## config.mk

```make
export PLATFORM = sky130hd
export DESIGN_NAME = trap_cond_unit
export DESIGN_NICKNAME = d
export VERILOG_FILES = /design/src/rtl/trap_cmp_pkg.sv /design/src/rtl/trap_lane_cmp.sv /design/src/rtl/trap_width_sel.sv /design/src/rtl/trap_cond_eval.sv /design/src/rtl/trap_cond_unit.sv
export SDC_FILE = /design/constraint.sdc
export NUM_CORES = 1
export LEC_CHECK = 0
export CAP_MARGIN = 15
export CORE_MARGIN = 4
export CORE_UTILIZATION = 40
export CTS_BUF_LIST = sky130_fd_sc_hd__clkbuf_4
export DETAILED_ROUTE_END_ITERATION = 16
export PLACE_DENSITY = 0.82
export SYNTH_ARGS = -nofsm -noshare
export SYNTH_HDL_FRONTEND = slang
export SYNTH_HIERARCHICAL = 1
export SYNTH_SLANG_ARGS = --single-unit
```

## constraint.sdc

```tcl
create_clock -name clk -period 0.81 [get_ports clk]
set_input_delay 0.162 -clock clk [delete_from_list [all_inputs] [get_ports clk]]
set_output_delay 0.162 -clock clk [all_outputs]
set_load 0.05 [all_outputs]
```

## src/rtl/trap_cmp_pkg.sv

```systemverilog
package trap_cmp_pkg;

    // Number of condition bits in the mask; fixed by the flag set below.
    localparam int COND_W  = 5;
    localparam int CAUSE_W = 4;

    localparam logic [CAUSE_W-1:0] CAUSE_NONE = 4'h0;
    localparam logic [CAUSE_W-1:0] CAUSE_TRAP = 4'h2;

    // Member order matches mask bit order: first member is bit 4.
    typedef struct packed {
        logic lt_s;   // bit 4
        logic gt_s;   // bit 3
        logic eq;     // bit 2
        logic lt_u;   // bit 1
        logic gt_u;   // bit 0
    } cmp_flags_t;

    typedef enum logic [0:0] {
        ST_IDLE = 1'b0,
        ST_EMIT = 1'b1
    } trap_state_e;

endpackage

```

## src/rtl/trap_lane_cmp.sv

```systemverilog
// One comparison lane of width LANE_W: signed, unsigned and equality flags.
module trap_lane_cmp
    import trap_cmp_pkg::*;
#(
    parameter int LANE_W = 32
) (
    input  logic [LANE_W-1:0] lhs,
    input  logic [LANE_W-1:0] rhs,
    output cmp_flags_t        flags
);

    logic signed [LANE_W-1:0] lhs_s;
    logic signed [LANE_W-1:0] rhs_s;

    always_comb begin
        lhs_s      = $signed(lhs);
        rhs_s      = $signed(rhs);
        flags.lt_s = lhs_s < rhs_s;
        flags.gt_s = lhs_s > rhs_s;
        flags.eq   = lhs == rhs;
        flags.lt_u = lhs < rhs;
        flags.gt_u = lhs > rhs;
    end

endmodule

```

## src/rtl/trap_width_sel.sv

```systemverilog
// Runs a half-width and a full-width lane in parallel and picks one.
module trap_width_sel
    import trap_cmp_pkg::*;
#(
    parameter int DATA_W = 64
) (
    input  logic [DATA_W-1:0] op_a,
    input  logic [DATA_W-1:0] op_b,
    input  logic              wide_sel,
    output cmp_flags_t        flags
);

    localparam int HALF_W  = DATA_W / 2;
    localparam int N_LANES = 2;

    cmp_flags_t lane_flags [N_LANES];

    for (genvar g = 0; g < N_LANES; g++) begin : g_lane
        localparam int LW = HALF_W << g;
        trap_lane_cmp #(.LANE_W(LW)) u_lane (
            .lhs   (op_a[LW-1:0]),
            .rhs   (op_b[LW-1:0]),
            .flags (lane_flags[g])
        );
    end

    always_comb begin
        flags = wide_sel ? lane_flags[1] : lane_flags[0];
    end

endmodule

```

## src/rtl/trap_cond_eval.sv

```systemverilog
// Masks the comparison flags and reduces them to one trap decision.
module trap_cond_eval
    import trap_cmp_pkg::*;
(
    input  cmp_flags_t        flags,
    input  logic [COND_W-1:0] cond_mask,
    output logic              fire
);

    logic [COND_W-1:0] hits;

    always_comb begin
        hits = flags & cond_mask;
        fire = |hits;
    end

endmodule

```

## src/rtl/trap_cond_unit.sv

```systemverilog
module trap_cond_unit
    import trap_cmp_pkg::*;
#(
    parameter int DATA_W = 64
) (
    input  logic               clk,
    input  logic               rst_n,
    input  logic               in_valid,
    input  logic [DATA_W-1:0]  op_a,
    input  logic [DATA_W-1:0]  op_b,
    input  logic [COND_W-1:0]  cond_mask,
    input  logic               wide_sel,
    output logic               out_valid,
    output logic               trap_req,
    output logic [CAUSE_W-1:0] cause_code
);

    cmp_flags_t  sel_flags;
    logic        fire;
    trap_state_e state_q;
    trap_state_e state_d;
    logic        trap_q;
    logic [CAUSE_W-1:0] cause_q;

    trap_width_sel #(.DATA_W(DATA_W)) u_width (
        .op_a     (op_a),
        .op_b     (op_b),
        .wide_sel (wide_sel),
        .flags    (sel_flags)
    );

    trap_cond_eval u_eval (
        .flags     (sel_flags),
        .cond_mask (cond_mask),
        .fire      (fire)
    );

    // Next state: take_strobe / drop_result
    always_comb begin
        state_d = state_q;
        unique case (state_q)
            ST_IDLE: state_d = in_valid ? ST_EMIT : ST_IDLE;
            ST_EMIT: state_d = in_valid ? ST_EMIT : ST_IDLE;
            default: state_d = ST_IDLE;
        endcase
    end

    // State register
    always_ff @(posedge clk or negedge rst_n) begin
        if (!rst_n) state_q <= ST_IDLE;
        else        state_q <= state_d;
    end

    // Output register stage
    always_ff @(posedge clk or negedge rst_n) begin
        if (!rst_n) begin
            trap_q  <= 1'b0;
            cause_q <= CAUSE_NONE;
        end else if (in_valid) begin
            trap_q  <= fire;
            cause_q <= fire ? CAUSE_TRAP : CAUSE_NONE;
        end else begin
            trap_q  <= 1'b0;
            cause_q <= CAUSE_NONE;
        end
    end

    assign out_valid  = (state_q == ST_EMIT);
    assign trap_req   = trap_q;
    assign cause_code = cause_q;

endmodule

```

-- Yosys cells after proc, flatten, opt, wreduce, memory -nomap -nowiden
Cells that the tools add are included.
- logic and storage cells: 20
- bits in latches: 0
- memories kept: 0
- input port bits: 137
- output and inout bits: 6
- bits in read-only memories: 0
- RAM bits: 0
- flip-flop bits (word level): 6
- equal/unequal tests: 2
- $lt $le $gt $ge: 8
- divide/modulo/power cells: 0
- add/subtract/negate cells: 0
- reductions and logical operators: 1
- shifts and indexed selects: 0
- $mul: 0
- bitwise logic cells: 1
- muxes and demuxes: 5
- operator list (kind ; number):
    $gt 64x64->1 ; 2
    $lt 64x64->1 ; 2
    $eq 64x64->1 ; 1
    $gt 32x32->1 ; 2
    $lt 32x32->1 ; 2
    $eq 32x32->1 ; 1
    $and 5x5->5 ; 1
    $mux 5 ; 1
    $reduce_or 5->1 ; 1
    $mux 2 ; 2
    $mux 1 ; 2

-- Logic depth before layout (Yosys ltp)
- depth in word-level cells: 6
- mapped depth: 13
- depth with buffers taken out: 13

-- Modules after synthesis
Netlist, hierarchy kept.
- by module, submodules not included (module ; cells an instance ; seq. area each (sq um) ; area an instance (sq um) ; times used):
    trap_lane_cmp (u_width.g_lane[1].u_lane) ; 240 ; 0.0 ; 1697.9 ; 1
    trap_lane_cmp (u_width.g_lane[0].u_lane) ; 119 ; 0.0 ; 859.6 ; 1
    trap_cond_unit ; 8 ; 50.0 ; 90.1 ; 1
    trap_width_sel ; 5 ; 0.0 ; 56.3 ; 1
    trap_cond_eval ; 3 ; 0.0 ; 21.3 ; 1

-- Worst setup path after synthesis
No wires, ideal clock.
- path kind: in2reg
- start: in op_b[63]
- end: reg cause_q[1] (netlist: cause_code[1])
- library setup time: 119 ps
- data required time: 691 ps
- stages: 13
- path buffers: 0
- arrival time: 2414 ps
- setup slack: -1723 ps
- cell sequence: inv_1 > ha_1 > nand4_2 > nor4_4 > nand3_2 > nor4_4 > a211oi_2 > a21o_1 > and2_1 > mux2_2 > a222oi_1 > nand2_1 > and2_1
- RTL lines (element ; RTL line ; source):
    start: declaration ; trap_cond_unit.sv:10 ; input logic [DATA_W-1:0] op_b,
    end signal: assignment ; trap_cond_unit.sv:61 ; cause_q <= fire ? CAUSE_TRAP : CAUSE_NONE;
    end: declaration ; trap_cond_unit.sv:23 ; logic [CAUSE_W-1:0] cause_q;

==> out/qor.csv <==
stage;metric;value;unit
outcome;status;complete, but fails checks;
outcome;violations;negative setup slack;
place;place_ws;-2.580;ns
floorplanning;rows;29;
floorplanning;core_area;6495;um2
logic_synthesis;ys_top_cells_by_area;ha_1 44%, inv_1 14%, a21oi_1 6.8%;
worst_setup_path;crit_start;op_b[8];
global_route;grt_max_degree;5;
logic_synthesis;yosys_warnings;6;
logic_synthesis;synth_seq_cells;2;
place;port_buffers;139;
global_route;gr-total-overflow;0;
worst_setup_path;start_kind;primary input;
floorplanning;die_area;8197;um2
power;p_leak;0.002617;uW
drt;viasPerCell;5.402;
logic_synthesis;synth_seq_area_share;1.837;%
logic_synthesis;synth_common_cells;103 x inv_1, 96 x ha_1, 37 x a21oi_1;
drt;drc_errors;0;
global_route;grt_pass1_wl;16950;um
worst_setup_path;required;0.92;ns
worst_hold_path;hold_path_class;in -> async;
floorplanning;die_width;90.54;um
clocking;cts_tree;yes;
clocking;cts.sinks;2;
logic_synthesis;mappedNetlistArea;2725;um2
drt;dr.pass1.iters;4;
power;p_per_area;622.2;nW/um2
global_route;grt_pass1_vias;3756;
drt;drt_iter0_drc;95;
job;maxCapViolations;0;
clocking;clk_pin_slew;0.03;ns
floorplanning;start_util;41.96;%
clocking;root_buffer;clkbuf_4;
clocking;cts_made_buffers;3;
clocking;cts_htree_levels;1;
sta;period_share;325.7;%
logic_synthesis;async_flop_share;100.0;%
clocking;cts_buffer_depth;2;
sta;rsz0062_at_grt;true;
floorplanning;io_pins;143;
sta;finalHoldViolations;0;
drt;drtAntennaViolNets;0;
logic_synthesis;yosysTopAreaCell;ha_1;
logic_synthesis;syn-instance-count;375;
finish;fin_nets;800;
worst_setup_path;endpoint_kind;flip-flop;
place;place_inst;627;
finish;finalNonFillerCells;644;
sta;layout_min_cycle_time;2.638;ns
power;power;3331;uW
logic_synthesis;yosys.cell_types.count;45;
logic_synthesis;synth.most_common_cell;inv_1;
drt;wl_per_cell;17.09;um
sta;finalMaxSlewViolations;0;
logic_synthesis;synth-main-ff-cell;dfrtp_1;
logic_synthesis;synth_top_area_share;44.08;%
logic_synthesis;synth_area_per_cell;7.267;um2
power;ir_worst_vdd;311.5;uV
place;dp_hpwl;7916;um
place;globalplace.congestion;0.8950;
finish;drive_above_1_share;53.45;%
global_route;track_usage;24.49;%
sta;fin_ws;-1.828;ns
logic_synthesis;synth-edff-count;0;
worst_setup_path;cp.arrival;2.75;ns
worst_setup_path;crit_fanout;3;
finish;syn_to_final_growth;96.46;%
floorplanning;die_h;90.54;um
drt;vias;3479;
sta;timing.fmax;379.0;MHz
sta;setup_tns;-2.351;ns
clocking;hold_buffers;0;
worst_setup_path;critPathKind;in -> reg;
drt;finalWirelength;11000;um
global_route;grt_antenna_before_repair;1;
sta;finalSetupViolations;4;
finish;utilization;82.43;%
==> layout by cell type (no fill, tap or decap), types with 3 or more instances in the layout <==
cell type | netlist | layout
clkbuf_2 | 0 | 33
ha_1 | 96 | 34
o21ai_1 | 0 | 6
buf_4 | 4 | 51
inv_2 | 0 | 40
inv_1 | 103 | 55
and4_1 | 5 | 3
nand2_2 | 0 | 5
o21ai_0 | 11 | 3
inv_4 | 0 | 7
nand4_1 | 14 | 14
clkbuf_4 | 0 | 3
buf_2 | 0 | 29
conb_1 | 1 | 3
mux2_4 | 0 | 3
nor2_1 | 7 | 3
clkdlybuf4s15_2 | 0 | 3
nor4_4 | 2 | 3
clkdlybuf4s15_1 | 0 | 4
buf_12 | 0 | 3
ha_4 | 0 | 60
nand3_1 | 11 | 10
clkdlybuf4s50_1 | 0 | 15
nor2_4 | 1 | 3
a21oi_1 | 37 | 21
a21o_1 | 6 | 6
a221oi_4 | 0 | 3
buf_6 | 0 | 8
nor2_2 | 1 | 3
dlygate4sd2_1 | 0 | 42
a21oi_2 | 1 | 16
nand2_1 | 28 | 22
==> registers in the layout, summed over array words and instances (netlist names) <==
signal	count
out_valid	1
cause_code	1
==> kinds of logic (layout without fill, tap and decap cells) <==
logic type	count (synthesis)	after routing	share of synthesized area [%]
buf+inv	107	295	15.29
fa+ha+maj	96	96	44.08
other cells	1	5	0.1376
compound gates	78	78	18.50
simple gates	85	85	17.77
xor+xnor	1	1	0.3215
mux	5	5	2.066
flops	2	2	1.837
==> how the worst max path moves through the flow <==
stage                     to  slack [ns]  cells after the start
2_1_floorplan  cause_code[1]       -1.61                     13
3_3_place_gp   cause_code[1]       -2.41                     14
3_5_place_dp   cause_code[1]       -2.58                     14
4_1_cts        cause_code[1]       -1.73                     14
5_1_grt        cause_code[1]       -1.97                     15
6_report       cause_code[1]       -1.83                     14
==> layout make-up <==
cell class / instances / area [um2]
diodes: 2 / 5.005
clock buffers: 3 / 22.52
fillers: 402 / 1141
inverters: 103 / 416.7
multi-input cells: 268 / 3316
flip-flops and latches: 2 / 50.05
well taps: 77 / 96.34
repair buffers: 189 / 1448
==> critical path, stage by stage <==
cell and delay, ns:
clkdlybuf4s15_2 0.20, inv_1 0.05, ha_1 0.28, nand4_1 0.15, nor2_1 0.08, o2bb2ai_1 0.13
a2111o_1 0.37, a211oi_2 0.26, nand3_1 0.16, and2_4 0.17, mux2_4 0.25, a222oi_1 0.21
nand2_1 0.11, and2_1 0.17
==> power breakdown <==
group          internal, uW  switching (uW)  total, uW
registers               110            14.6        124
clock network           164            67.2        232
logic                  1570            1400       2970
==> per-stage QoR <==
stage               area (um2)  hold slack (ns)
finish                    5354          0.09610
global route              5351          0.09307
CTS                       5313          0.08138
detailed placement        4730           0.3343
global placement          4730           0.3344
floorplan                 2957          -0.1336
==> timing repair <==
item	4_1_cts	5_1_grt
resized for setup	377	88
setup endpoints to repair	4	4
buffers inserted	7	8
pin swaps	89	57
==> per-layer routing <==
metal | wire length (um) | global-route usage, % | vias to the layer above | part of all wire [%]
met5 | 0 | 0 | - | 0
met1 | 4038 | 25.97 | 1623 | 37
met2 | 6024 | 48.36 | 136 | 55
met3 | 526 | 3.000 | 38 | 4.8
li1 | - | - | 1682 | -
met4 | 415 | 9.184 | 0 | 3.8
Note: power is estimated with default switching activity, not from simulation.
